**src/rtl/host_irq_gate_pkg.sv**
```systemverilog
package host_irq_gate_pkg;

    localparam int NUM_HOST = 2;
    localparam int IDX_W    = (NUM_HOST > 1) ? $clog2(NUM_HOST) : 1;

    typedef enum logic [IDX_W-1:0] {
        HOST_FAST   = 1'b0,
        HOST_NORMAL = 1'b1
    } host_sel_e;

    typedef struct packed {
        logic [NUM_HOST-1:0] en;
        logic [NUM_HOST-1:0] refire;
    } gate_state_t;

endpackage

```
**src/rtl/hig_bus_decode.sv**
```systemverilog
module hig_bus_decode
    import host_irq_gate_pkg::*;
#(
    parameter int              ADDR_W    = 8,
    parameter int              DATA_W    = 32,
    parameter logic [ADDR_W-1:0] SET_ADDR  = 8'h00,
    parameter logic [ADDR_W-1:0] CLR_ADDR  = 8'h04,
    parameter logic [ADDR_W-1:0] STAT_ADDR = 8'h08
) (
    input  logic                clk,
    input  logic                rst_n,
    input  logic [ADDR_W-1:0]   bus_addr,
    input  logic                bus_wr,
    input  logic [DATA_W-1:0]   bus_wdata,
    input  logic                bus_rd,
    input  logic [NUM_HOST-1:0] en_q,
    output logic [NUM_HOST-1:0] set_vec,
    output logic [NUM_HOST-1:0] clr_vec,
    output logic [DATA_W-1:0]   rdata
);

    typedef struct packed {
        logic [DATA_W-1:0] rdata;
    } rd_state_t;

    rd_state_t rd_d, rd_q;

    logic [IDX_W-1:0] idx;
    logic             hit_set, hit_clr;
    logic             unused_wdata;

    assign idx          = bus_wdata[IDX_W-1:0];
    assign unused_wdata = ^bus_wdata[DATA_W-1:IDX_W];
    assign hit_set      = bus_wr && (bus_addr == SET_ADDR);
    assign hit_clr      = bus_wr && (bus_addr == CLR_ADDR);

    for (genvar h = 0; h < NUM_HOST; h++) begin : g_sel
        assign set_vec[h] = hit_set && (idx == IDX_W'(h));
        assign clr_vec[h] = hit_clr && (idx == IDX_W'(h));
    end

    always_comb begin
        rd_d = '0;
        if (bus_rd && (bus_addr == STAT_ADDR)) begin
            rd_d.rdata[NUM_HOST-1:0] = en_q;
        end
    end

    always_ff @(posedge clk) begin
        if (!rst_n) begin
            rd_q <= '0;
        end else begin
            rd_q <= rd_d;
        end
    end

    assign rdata = rd_q.rdata;

endmodule

```
**src/rtl/hig_enable_bank.sv**
```systemverilog
module hig_enable_bank
    import host_irq_gate_pkg::*;
(
    input  logic                clk,
    input  logic                rst_n,
    input  logic [NUM_HOST-1:0] set_vec,
    input  logic [NUM_HOST-1:0] clr_vec,
    output logic [NUM_HOST-1:0] en_q,
    output logic [NUM_HOST-1:0] refire_q
);

    gate_state_t st_d, st_q;

    always_comb begin
        st_d = st_q;
        for (int h = 0; h < NUM_HOST; h++) begin
            // clear beats set on the same line
            st_d.en[h]     = (st_q.en[h] | set_vec[h]) & ~clr_vec[h];
            st_d.refire[h] = set_vec[h] & st_q.en[h] & ~clr_vec[h];
        end
    end

    always_ff @(posedge clk) begin
        if (!rst_n) begin
            st_q <= '0;
        end else begin
            st_q <= st_d;
        end
    end

    assign en_q     = st_q.en;
    assign refire_q = st_q.refire;

endmodule

```
**src/rtl/hig_out_lane.sv**
```systemverilog
module hig_out_lane (
    input  logic clk,
    input  logic rst_n,
    input  logic en,
    input  logic refire,
    input  logic pend,
    output logic host_o
);

    logic out_d, out_q;

    always_comb begin
        out_d = en & pend & ~refire;
    end

    always_ff @(posedge clk) begin
        if (!rst_n) begin
            out_q <= 1'b0;
        end else begin
            out_q <= out_d;
        end
    end

    assign host_o = out_q;

endmodule

```
**src/rtl/host_irq_gate.sv**
```systemverilog
module host_irq_gate
    import host_irq_gate_pkg::*;
#(
    parameter int                ADDR_W    = 8,
    parameter int                DATA_W    = 32,
    parameter logic [ADDR_W-1:0] SET_ADDR  = 8'h00,
    parameter logic [ADDR_W-1:0] CLR_ADDR  = 8'h04,
    parameter logic [ADDR_W-1:0] STAT_ADDR = 8'h08
) (
    input  logic              clk,
    input  logic              rst_n,
    input  logic [ADDR_W-1:0] bus_addr,
    input  logic              bus_wr,
    input  logic [DATA_W-1:0] bus_wdata,
    input  logic              bus_rd,
    output logic [DATA_W-1:0] bus_rdata,
    input  logic              pend_fiq_i,
    input  logic              pend_irq_i,
    output logic              host_fiq_o,
    output logic              host_irq_o
);

    logic [NUM_HOST-1:0] set_vec, clr_vec, en_q, refire_q, pend, host_out;

    assign pend[HOST_FAST]   = pend_fiq_i;
    assign pend[HOST_NORMAL] = pend_irq_i;

    hig_bus_decode #(
        .ADDR_W   (ADDR_W),
        .DATA_W   (DATA_W),
        .SET_ADDR (SET_ADDR),
        .CLR_ADDR (CLR_ADDR),
        .STAT_ADDR(STAT_ADDR)
    ) u_decode (
        .clk      (clk),
        .rst_n    (rst_n),
        .bus_addr (bus_addr),
        .bus_wr   (bus_wr),
        .bus_wdata(bus_wdata),
        .bus_rd   (bus_rd),
        .en_q     (en_q),
        .set_vec  (set_vec),
        .clr_vec  (clr_vec),
        .rdata    (bus_rdata)
    );

    hig_enable_bank u_bank (
        .clk     (clk),
        .rst_n   (rst_n),
        .set_vec (set_vec),
        .clr_vec (clr_vec),
        .en_q    (en_q),
        .refire_q(refire_q)
    );

    for (genvar h = 0; h < NUM_HOST; h++) begin : g_lane
        hig_out_lane u_lane (
            .clk   (clk),
            .rst_n (rst_n),
            .en    (en_q[h]),
            .refire(refire_q[h]),
            .pend  (pend[h]),
            .host_o(host_out[h])
        );
    end

    assign host_fiq_o = host_out[HOST_FAST];
    assign host_irq_o = host_out[HOST_NORMAL];

endmodule

```
**config.mk**
```make
export PLATFORM = sky130hd
export DESIGN_NAME = host_irq_gate
export DESIGN_NICKNAME = d
export VERILOG_FILES = /design/src/rtl/host_irq_gate_pkg.sv /design/src/rtl/hig_bus_decode.sv /design/src/rtl/hig_enable_bank.sv /design/src/rtl/hig_out_lane.sv /design/src/rtl/host_irq_gate.sv
export SDC_FILE = /design/constraint.sdc
export NUM_CORES = 1
export LEC_CHECK = 0
export BUFFER_PORTS_ARGS = -buffer_cell sky130_fd_sc_hd__buf_2
export CORE_MARGIN = 2
export CORE_UTILIZATION = 28
export CTS_BUF_LIST = sky130_fd_sc_hd__clkbuf_4 sky130_fd_sc_hd__clkbuf_8 sky130_fd_sc_hd__clkbuf_16
export CTS_CLUSTER_DIAMETER = 150
export CTS_CLUSTER_SIZE = 24
export DETAILED_ROUTE_END_ITERATION = 8
export PLACE_DENSITY = 0.78
export SLEW_MARGIN = 15
export SYNTH_ARGS = -nofsm -noshare
export SYNTH_HDL_FRONTEND = slang
export SYNTH_SLANG_ARGS = --single-unit
export TNS_END_PERCENT = 10
```
**constraint.sdc**
```tcl
create_clock -name clk -period 1.1 [get_ports clk]
set_input_delay 0.11 -clock clk [delete_from_list [all_inputs] [get_ports clk]]
set_output_delay 0.11 -clock clk [all_outputs]
set_load 0.01 [all_outputs]
```
==> results of run 1 <==
[worst max-delay path: stages]
cell	delay [ns]
buf_2	0.10
nor4_2	0.27
buf_4	0.17
nand2_2	0.07
nor4b_1	0.29
[where the power goes]
group | internal (mW) | switching [mW] | leakage [nW]
logic | 0.0258 | 0.0678 | 0.217
registers | 0.291 | 0.0000466 | 0.0644
clock network | 0.124 | 0.0814 | 0.0138
total | 0.440 | 0.149 | 0.295
[stage by stage]
step / TNS [ns] / instance area [um^2]
2_1_floorplan: 0 / 636
3_3_place_gp: 0 / 539
3_5_place_dp: -0.0513 / 539
4_1_cts: 0 / 562
5_1_grt: 0 / 562
6_report: 0 / 562
[per-layer routing]
layer	vias to the layer above	share of wire [%]	track usage (%)
li1	180	-	-
met5	-	0	0
met4	0	0	6.67
met3	0	15	1.15
met1	151	43	9.30
met2	34	42	9.19
[worst max path at each step]
stage | slack, ns | endpoint
finish | 0.22 | u_decode.rdata[1]$_SDFF_PN0_
global route | 0.03 | u_decode.rdata[0]$_SDFF_PN0_
CTS | 0.22 | u_decode.rdata[1]$_SDFF_PN0_
detailed placement | -0.04 | u_decode.rdata[1]$_SDFF_PN0_
global placement | 0.02 | u_decode.rdata[1]$_SDFF_PN0_
floorplan | 0.19 | u_decode.rdata[0]$_SDFF_PN0_
[kinds of logic after synthesis]
| family | after synthesis | share of synthesized area [%] |
|---|---|---|
| muxes | 2 | 3.80 |
| and+or+nand+nor | 18 | 22.3 |
| DFF | 8 | 30.4 |
| buffers and inverters | 30 | 42.8 |
| other | 1 | 0.712 |
[sequential cells by signal, summed over array words and instances (netlist names)]
| register | flops |
|---|---|
| g_lane.u_lane.host_o | 2 |
| u_bank.en_q | 2 |
| u_bank.refire_q | 2 |
| u_decode.rdata | 2 |
[cell type report]
class	count	area [um^2]	area share [%]
well taps	25	31.3	5.57
multi-input cells	50	250	44.5
clock buffers	3	22.5	4.01
flip-flops and latches	8	160	28.5
repair buffers	19	97.6	17.4
[synthesized netlist by cell type]
cell	count	share of area [%]
buf_4	30	43
nor2b_1	1	1.2
dfxtp_1	8	30
nor4_2	1	2.4
conb_1	1	0.71
nand3_1	1	0.95
nand4b_1	1	1.7
mux2i_1	2	3.8
nor4_1	2	2.4
nand4_1	1	1.2
nand2_1	3	2.1
nor3b_1	2	2.8
nor4b_1	2	3.3
nand2b_1	2	2.4
nor2_1	1	0.71
nand2_2	1	1.2
==> flow_summary.ini, run 1 <==
[run_status]
outcome = finished, final reports clean

[sta]
fin_crit_ns = 0.878
setup_slack_ns = 0.222
hold_violations = 0
setup_viol = 0
fmax_mhz = 1140
rsz0062_at_grt = no
finClkSkew_ns = 0.000171
finalHoldWorstSlack_ns = 0.0911
layout_worst_path_cycle_share_pct = 79.8
slew_violations = 0

[worst_setup_path]
r2r_cells = 2
critPathLaunchType = primary input
cp.arrival_ns = 1.02
cp.required_ns = 1.24
crit_start = bus_addr[5]
critical_path_class = primary input to flip-flop
regToRegSetupSlack_ns = 0.36
r2r_end = u_bank.refire_q[0]$_SDFF_PN0_
r2r-start = u_bank.en_q[0]$_SDFF_PN0_
endpoint_kind = flip-flop
cp_max_fo = 4

[logic_synthesis]
synthesis.area_um2 = 527
yosysWarnings = 0
avgSynthCellArea_um2 = 8.93
ys_seq_area_share_pct = 30.4
syn_inst = 59
post_synth_num_cell_types = 16
synth-seq-cells = 8

[worst_hold_path]
hold_end = u_bank.refire_q[1]$_SDFF_PN0_
worstHoldPathCells = 2
hold_path_class = primary input to flip-flop
worstHoldStart = bus_addr[2]

[clocking]
cts.clk_slew.worst_paths_ns = 0.05
post_cts_resized = 0
clock-sinks = 8
htree_num_levels = 1
cts_hold_buf = 0
cts_made_buffers = 3
cts_setup_buffers = 0
clockBufferDepth = 2
cts_tree = built
insertion_delay_ns = 0.24
cts-root-buf = clkbuf_4

[final_layout]
utilization_pct = 32.2
fin_cells = 105
fillers = 191
nets = 128
final_layout_size_suffix_gt1_share_pct = 30.0
diodes = 0
layout_common_cells = 30 x conb_1, 18 x buf_2, 8 x dfxtp_1, 3 x nand2_1, 3 x clkbuf_4
layout_commonest_cell = conb_1
area_growth_pct = 6.65

[floorplanning]
die_area_um2 = 2240
rows = 15
die_w_um = 47.4
io_pins = 80
core_um2 = 1750
die_h_um = 47.4
initial_core_util_pct = 30.2

[run]
drv_cap = 0

[global_route]
grt_pass1_vias = 255
antenna_found_initial = 0
grt_max_degree = 6
grt_pass1_wl_mm = 1.06
gr-total-overflow = 0
grt_usage_pct = 6.97

[pwr]
peakVddDrop_v = 0.000209
power.leakage_nw = 0.295
power.density_nw_per_um2 = 1050
total_power_mw = 0.589

[detailed_routing]
dr_total_vias = 365
route.antenna.remaining_nets = 0
wire_per_inst_um = 7.44
via_per_inst = 3.48
drcViolationCount = 0
drtIter0Drc = 3
firstDrtPassIters = 4
routed_wl_um = 781

[placed_design]
place.gp.congestion = 0.845
hpwl_um = 667
dp_cells = 102
pre_cts_slack_ns = -0.0396
port_buffers = 18
(Power assumes the default switching activity.)
==> inputs of run 2 (changes only) <==
Clock period 1.1 ns to 0.81 ns, I/O delays scaled along.
==> run 2 against run 1 <==
  * Worst hold slack got worse by 0.0093 ns
  * Total power increased by 42%
  * Clock skew about the same
  * Combinational power increased by 48%
  * Worst setup slack got worse by 0.17 ns
  * Global-route usage increased by 0.77 points
  * Die area unchanged
  * First-iteration DRC count unchanged
  * Via count increased by 3.8%
  * Clock power increased by 47%
  * Sequential cell count unchanged
  * Cell count decreased by 0.95%
  * Largest cell class unchanged
==> flow_summary.ini, run 2 (synthesized netlist as in run 1, its figures left out) <==
[run_status]
outcome = finished, final reports clean

[worst_setup_path]
critPathMaxStageDelay_ns = 0.30
crit_chain = buf_2
critPathLaunchType = flip-flop
cp.required_ns = 0.73
cpMaxStageDelayCell = dfxtp_1
path_buf_inv = 1
cp_max_fo = 1
endpoint_kind = output port
cp.arrival_ns = 0.68
critPathTopFamily = flip-flops
critical_path_class = flip-flop to output port
regToRegSetupSlack_ns = 0.09

[clocking]
insertion_delay_ns = 0.25
clockBufferDepth = 2
clock-sinks = 8
htree_num_levels = 1
cts_made_buffers = 3
cts-root-buf = clkbuf_4
cts.clk_slew.worst_paths_ns = 0.05
cts_tree = built

[final_layout]
diodes = 0
utilization_pct = 34.1
layout_commonest_cell = conb_1
nets = 127
area_growth_pct = 12.8
fillers = 188
layout_common_cells = 30 x conb_1, 17 x buf_2, 8 x dfxtp_1, 3 x nand2_1, 3 x clkbuf_4
final_layout_size_suffix_gt1_share_pct = 34.2

[detailed_routing]
drcViolationCount = 0
via_per_inst = 3.64
wire_per_inst_um = 8.77
routed_wl_um = 912
firstDrtPassIters = 2
drtIter0Drc = 3
route.antenna.remaining_nets = 0
dr_total_vias = 379

[pwr]
peakVddDrop_v = 0.000509
power.leakage_nw = 0.294
power.density_nw_per_um2 = 1400

[global_route]
grt_max_degree = 6
antenna_found_initial = 0
grt_pass1_vias = 303
grt_usage_pct = 7.75
grt_pass1_wl_mm = 1.16
gr-total-overflow = 0

[floorplanning]
io_pins = 80
die_h_um = 47.4
rows = 15
initial_core_util_pct = 30.2
die_area_um2 = 2240
core_um2 = 1750
die_w_um = 47.4

[placed_design]
hpwl_um = 723
place.gp.congestion = 0.748
port_buffers = 18

[sta]
finClkSkew_ns = 0.000175
hold_violations = 0
timing.setup.tns_ns = 0
layout_worst_path_cycle_share_pct = 93.9
fin_crit_ns = 0.761
rsz0062_at_grt = no
fmax_mhz = 1310
slew_violations = 0
setup_viol = 0

[run]
drv_cap = 0

[worst_hold_path]
hold_path_class = primary input to flip-flop
==> run 2: worst paths after layout <==
path / to / cells after the start / startpoint
setup / recovery: bus_rdata[1] / 1 / u_decode.rdata[1]$_SDFF_PN0_
hold / removal: g_lane[0].u_lane.host_o$_SDFF_PN0_ / 2 / pend_fiq_i
setup reg to reg: u_bank.refire_q[0]$_SDFF_PN0_ / 2 / u_bank.en_q[0]$_SDFF_PN0_
hold reg to reg: g_lane[0].u_lane.host_o$_SDFF_PN0_ / 1 / u_bank.refire_q[0]$_SDFF_PN0_
==> run 2: stage by stage <==
| step | worst slack [ns] | std cells | hold slack, ns | cell area, um^2 | power [mW] |
|---|---|---|---|---|---|
| after global routing | 0.00604 | 104 | 0.0859 | 594 | 0.866 |
| final | 0.0493 | 104 | 0.0818 | 594 | 0.835 |
| after CTS | 0.0291 | 104 | 0.0672 | 576 | 0.827 |
| after detailed placement | -0.262 | 101 | 0.311 | 541 | 0.529 |
| after global placement | -0.178 | 101 | 0.311 | 541 | 0.528 |
| after floorplan | -0.00748 | 88 | 0.156 | 644 | 0.589 |
==> run 2: cell type report <==
cell class | count | area [um^2] | share of cell area (%)
multi-input cells | 50 | 284 | 47.8
flip-flops and latches | 8 | 160 | 26.9
repair buffers | 18 | 96.3 | 16.2
well taps | 25 | 31.3 | 5.26
clock buffers | 3 | 22.5 | 3.79
==> run 2: report_power, final <==
part           internal (mW)  total (mW)  switching, mW
Sequential             0.394       0.395      0.0000590
Clock                  0.169       0.302          0.133
Combinational         0.0381       0.138          0.100
Total                  0.602       0.835          0.233
==> run 2: what timing repair did <==
action / 4_1_cts / 5_1_grt
cloned: 0 / 0
pin swaps: 0 / 6
endpoints found under the setup margin: 1 / 4
setup buffers: 0 / 0
hold buffers: 0 / 0
resized for setup: 2 / 3
==> run 2: per-layer routing <==
metal / up-vias / GRT usage, % / routed length, um
met5: - / 0 / 0
met4: 0 / 8.33 / 35
met3: 5 / 1.92 / 149
met2: 32 / 13.2 / 396
met1: 164 / 7.03 / 331
li1: 178 / - / -
==> inputs of run 3 (changes only) <==
Clock period 0.81 ns to 0.8 ns, I/O delays scaled along.
==> run 3 against run 2 <==
  * Critical path depth unchanged
  * Sequential share of layout area down 0.18 points
  * Combinational power about the same
  * Routed wire length up 1.1%
  * Worst hold slack worse by 0.0019 ns
  * Clock skew unchanged
  * Clock power down 1%
==> flow_summary.ini, run 3 (synthesized netlist as in run 1, its figures left out) <==
[floorplanning]
die_h_um = 47.4
initial_core_util_pct = 30.2
io_pins = 80
core_um2 = 1750
die_w_um = 47.4
rows = 15
die_area_um2 = 2240

[final_layout]
layout_common_cells = 30 x conb_1, 17 x buf_2, 7 x dfxtp_1, 3 x nand2_1, 3 x clkbuf_4
final_layout_size_suffix_gt1_share_pct = 36.3
utilization_pct = 34.6
diodes = 0
area_growth_pct = 14.5
nets = 128
layout_commonest_cell = conb_1

[clocking]
cts_made_buffers = 3
cts.clk_slew.worst_paths_ns = 0.05
clockBufferDepth = 2
clock-sinks = 8
cts_tree = built
htree_num_levels = 1
cts_hold_buf = 0
cts-root-buf = clkbuf_4
insertion_delay_ns = 0.25

[worst_hold_path]
worstHoldStart = pend_irq_i
hold_end = g_lane[1].u_lane.host_o$_SDFF_PN0_
worstHoldPathCells = 2
hold_path_class = primary input to flip-flop

[worst_setup_path]
endpoint_kind = output port
path_buf_inv = 1
cpMaxStageDelayCell = dfxtp_2
critPathMaxStageDelay_ns = 0.30
cp.arrival_ns = 0.68
crit_chain = buf_2
regToRegSetupSlack_ns = 0.08
critPathTopFamily = flip-flops
r2r_end = u_bank.refire_q[0]$_SDFF_PN0_
r2r_cells = 2
cp_max_fo = 1
cp.required_ns = 0.72
critPathLaunchType = flip-flop
r2r-start = u_bank.en_q[0]$_SDFF_PN0_
critical_path_class = flip-flop to output port

[detailed_routing]
met2_length_um = 420
firstDrtPassIters = 2
drtIter0Drc = 2
drcViolationCount = 0
routed_wl_um = 922
route.antenna.remaining_nets = 0
wl_met1_um = 331
wire_per_inst_um = 8.78
wl_met3_um = 146
via_per_inst = 3.62
top_layer = met4
dr_total_vias = 380

[global_route]
grt_pass1_wl_mm = 1.17
grt_max_degree = 6
antenna_found_initial = 0
gr-total-overflow = 0
grt_pass1_vias = 301
grt_usage_pct = 7.82

[sta]
hold_violations = 0
slew_violations = 0
fin_crit_ns = 0.759
finalHoldWorstSlack_ns = 0.0799
setup_viol = 0
fmax_mhz = 1320
layout_worst_path_cycle_share_pct = 94.9
finClkSkew_ns = 0.000175

[pwr]
peakVddDrop_v = 0.000516
power.leakage_nw = 0.299
power.density_nw_per_um2 = 1390

[run]
drv_cap = 0

[placed_design]
hpwl_um = 723
port_buffers = 18
place.gp.congestion = 0.748

[run_status]
outcome = finished, final reports clean
run 3: worst max path at each step:
stage | to | slack, ns | startpoint | depth (start not counted)
3_5_place_dp | u_decode.rdata[0]$_SDFF_PN0_ | -0.27 | bus_addr[6] | 4
5_1_grt | u_bank.refire_q[0]$_SDFF_PN0_ | -0.006 | bus_addr[4] | 4
2_1_floorplan | u_decode.rdata[0]$_SDFF_PN0_ | -0.02 | bus_addr[6] | 3
4_1_cts | u_bank.refire_q[1]$_SDFF_PN0_ | 0.02 | bus_addr[6] | 4
6_report | host_irq_o | 0.04 | g_lane[1].u_lane.host_o$_SDFF_PN0_ | 1
3_3_place_gp | u_decode.rdata[1]$_SDFF_PN0_ | -0.19 | bus_addr[6] | 4
run 3: through the flow:
| stage | power (mW) | instances | instance area, um^2 | setup WS (ns) | setup TNS, ns |
|---|---|---|---|---|---|
| after floorplan | 0.597 | 88 | 644 | -0.0165 | -0.0330 |
| after global placement | 0.535 | 101 | 541 | -0.187 | -0.966 |
| after detailed placement | 0.535 | 101 | 541 | -0.271 | -1.24 |
| after CTS | 0.837 | 104 | 576 | 0.0201 | 0 |
| after global routing | 0.879 | 105 | 603 | -0.00617 | -0.00617 |
| final | 0.839 | 105 | 603 | 0.0409 | 0 |
run 3: layout make-up:
type | instances | area (um^2)
Sequential cell | 8 | 161
Multi-Input combinational cell | 50 | 284
Clock buffer | 3 | 22.5
Fill cell | 187 | 1140
Timing Repair Buffer | 19 | 104
Tap cell | 25 | 31.3
run 3: power by group:
part	switching, mW	total, mW	internal [mW]
Combinational	0.101	0.141	0.0398
Sequential	0.0000610	0.400	0.400
Clock	0.127	0.298	0.171
run 3: worst reg2reg max path: stages, from the launching register on:
cell     delay [ns]
dfxtp_1        0.32
nand2_1        0.10
nor4_2         0.21
run 3: timing repair:
action	4_1_cts	5_1_grt
hold endpoints to repair	0	0
pin swaps	0	3
buffers inserted	0	1
resized for setup	2	4
setup endpoints to repair	2	5
run 3: metal layers:
metal	track usage [%]	up-vias
met3	1.92	4
met1	7.26	165
met4	8.33	0
met2	13.2	32
met5	0	-
li1	-	179
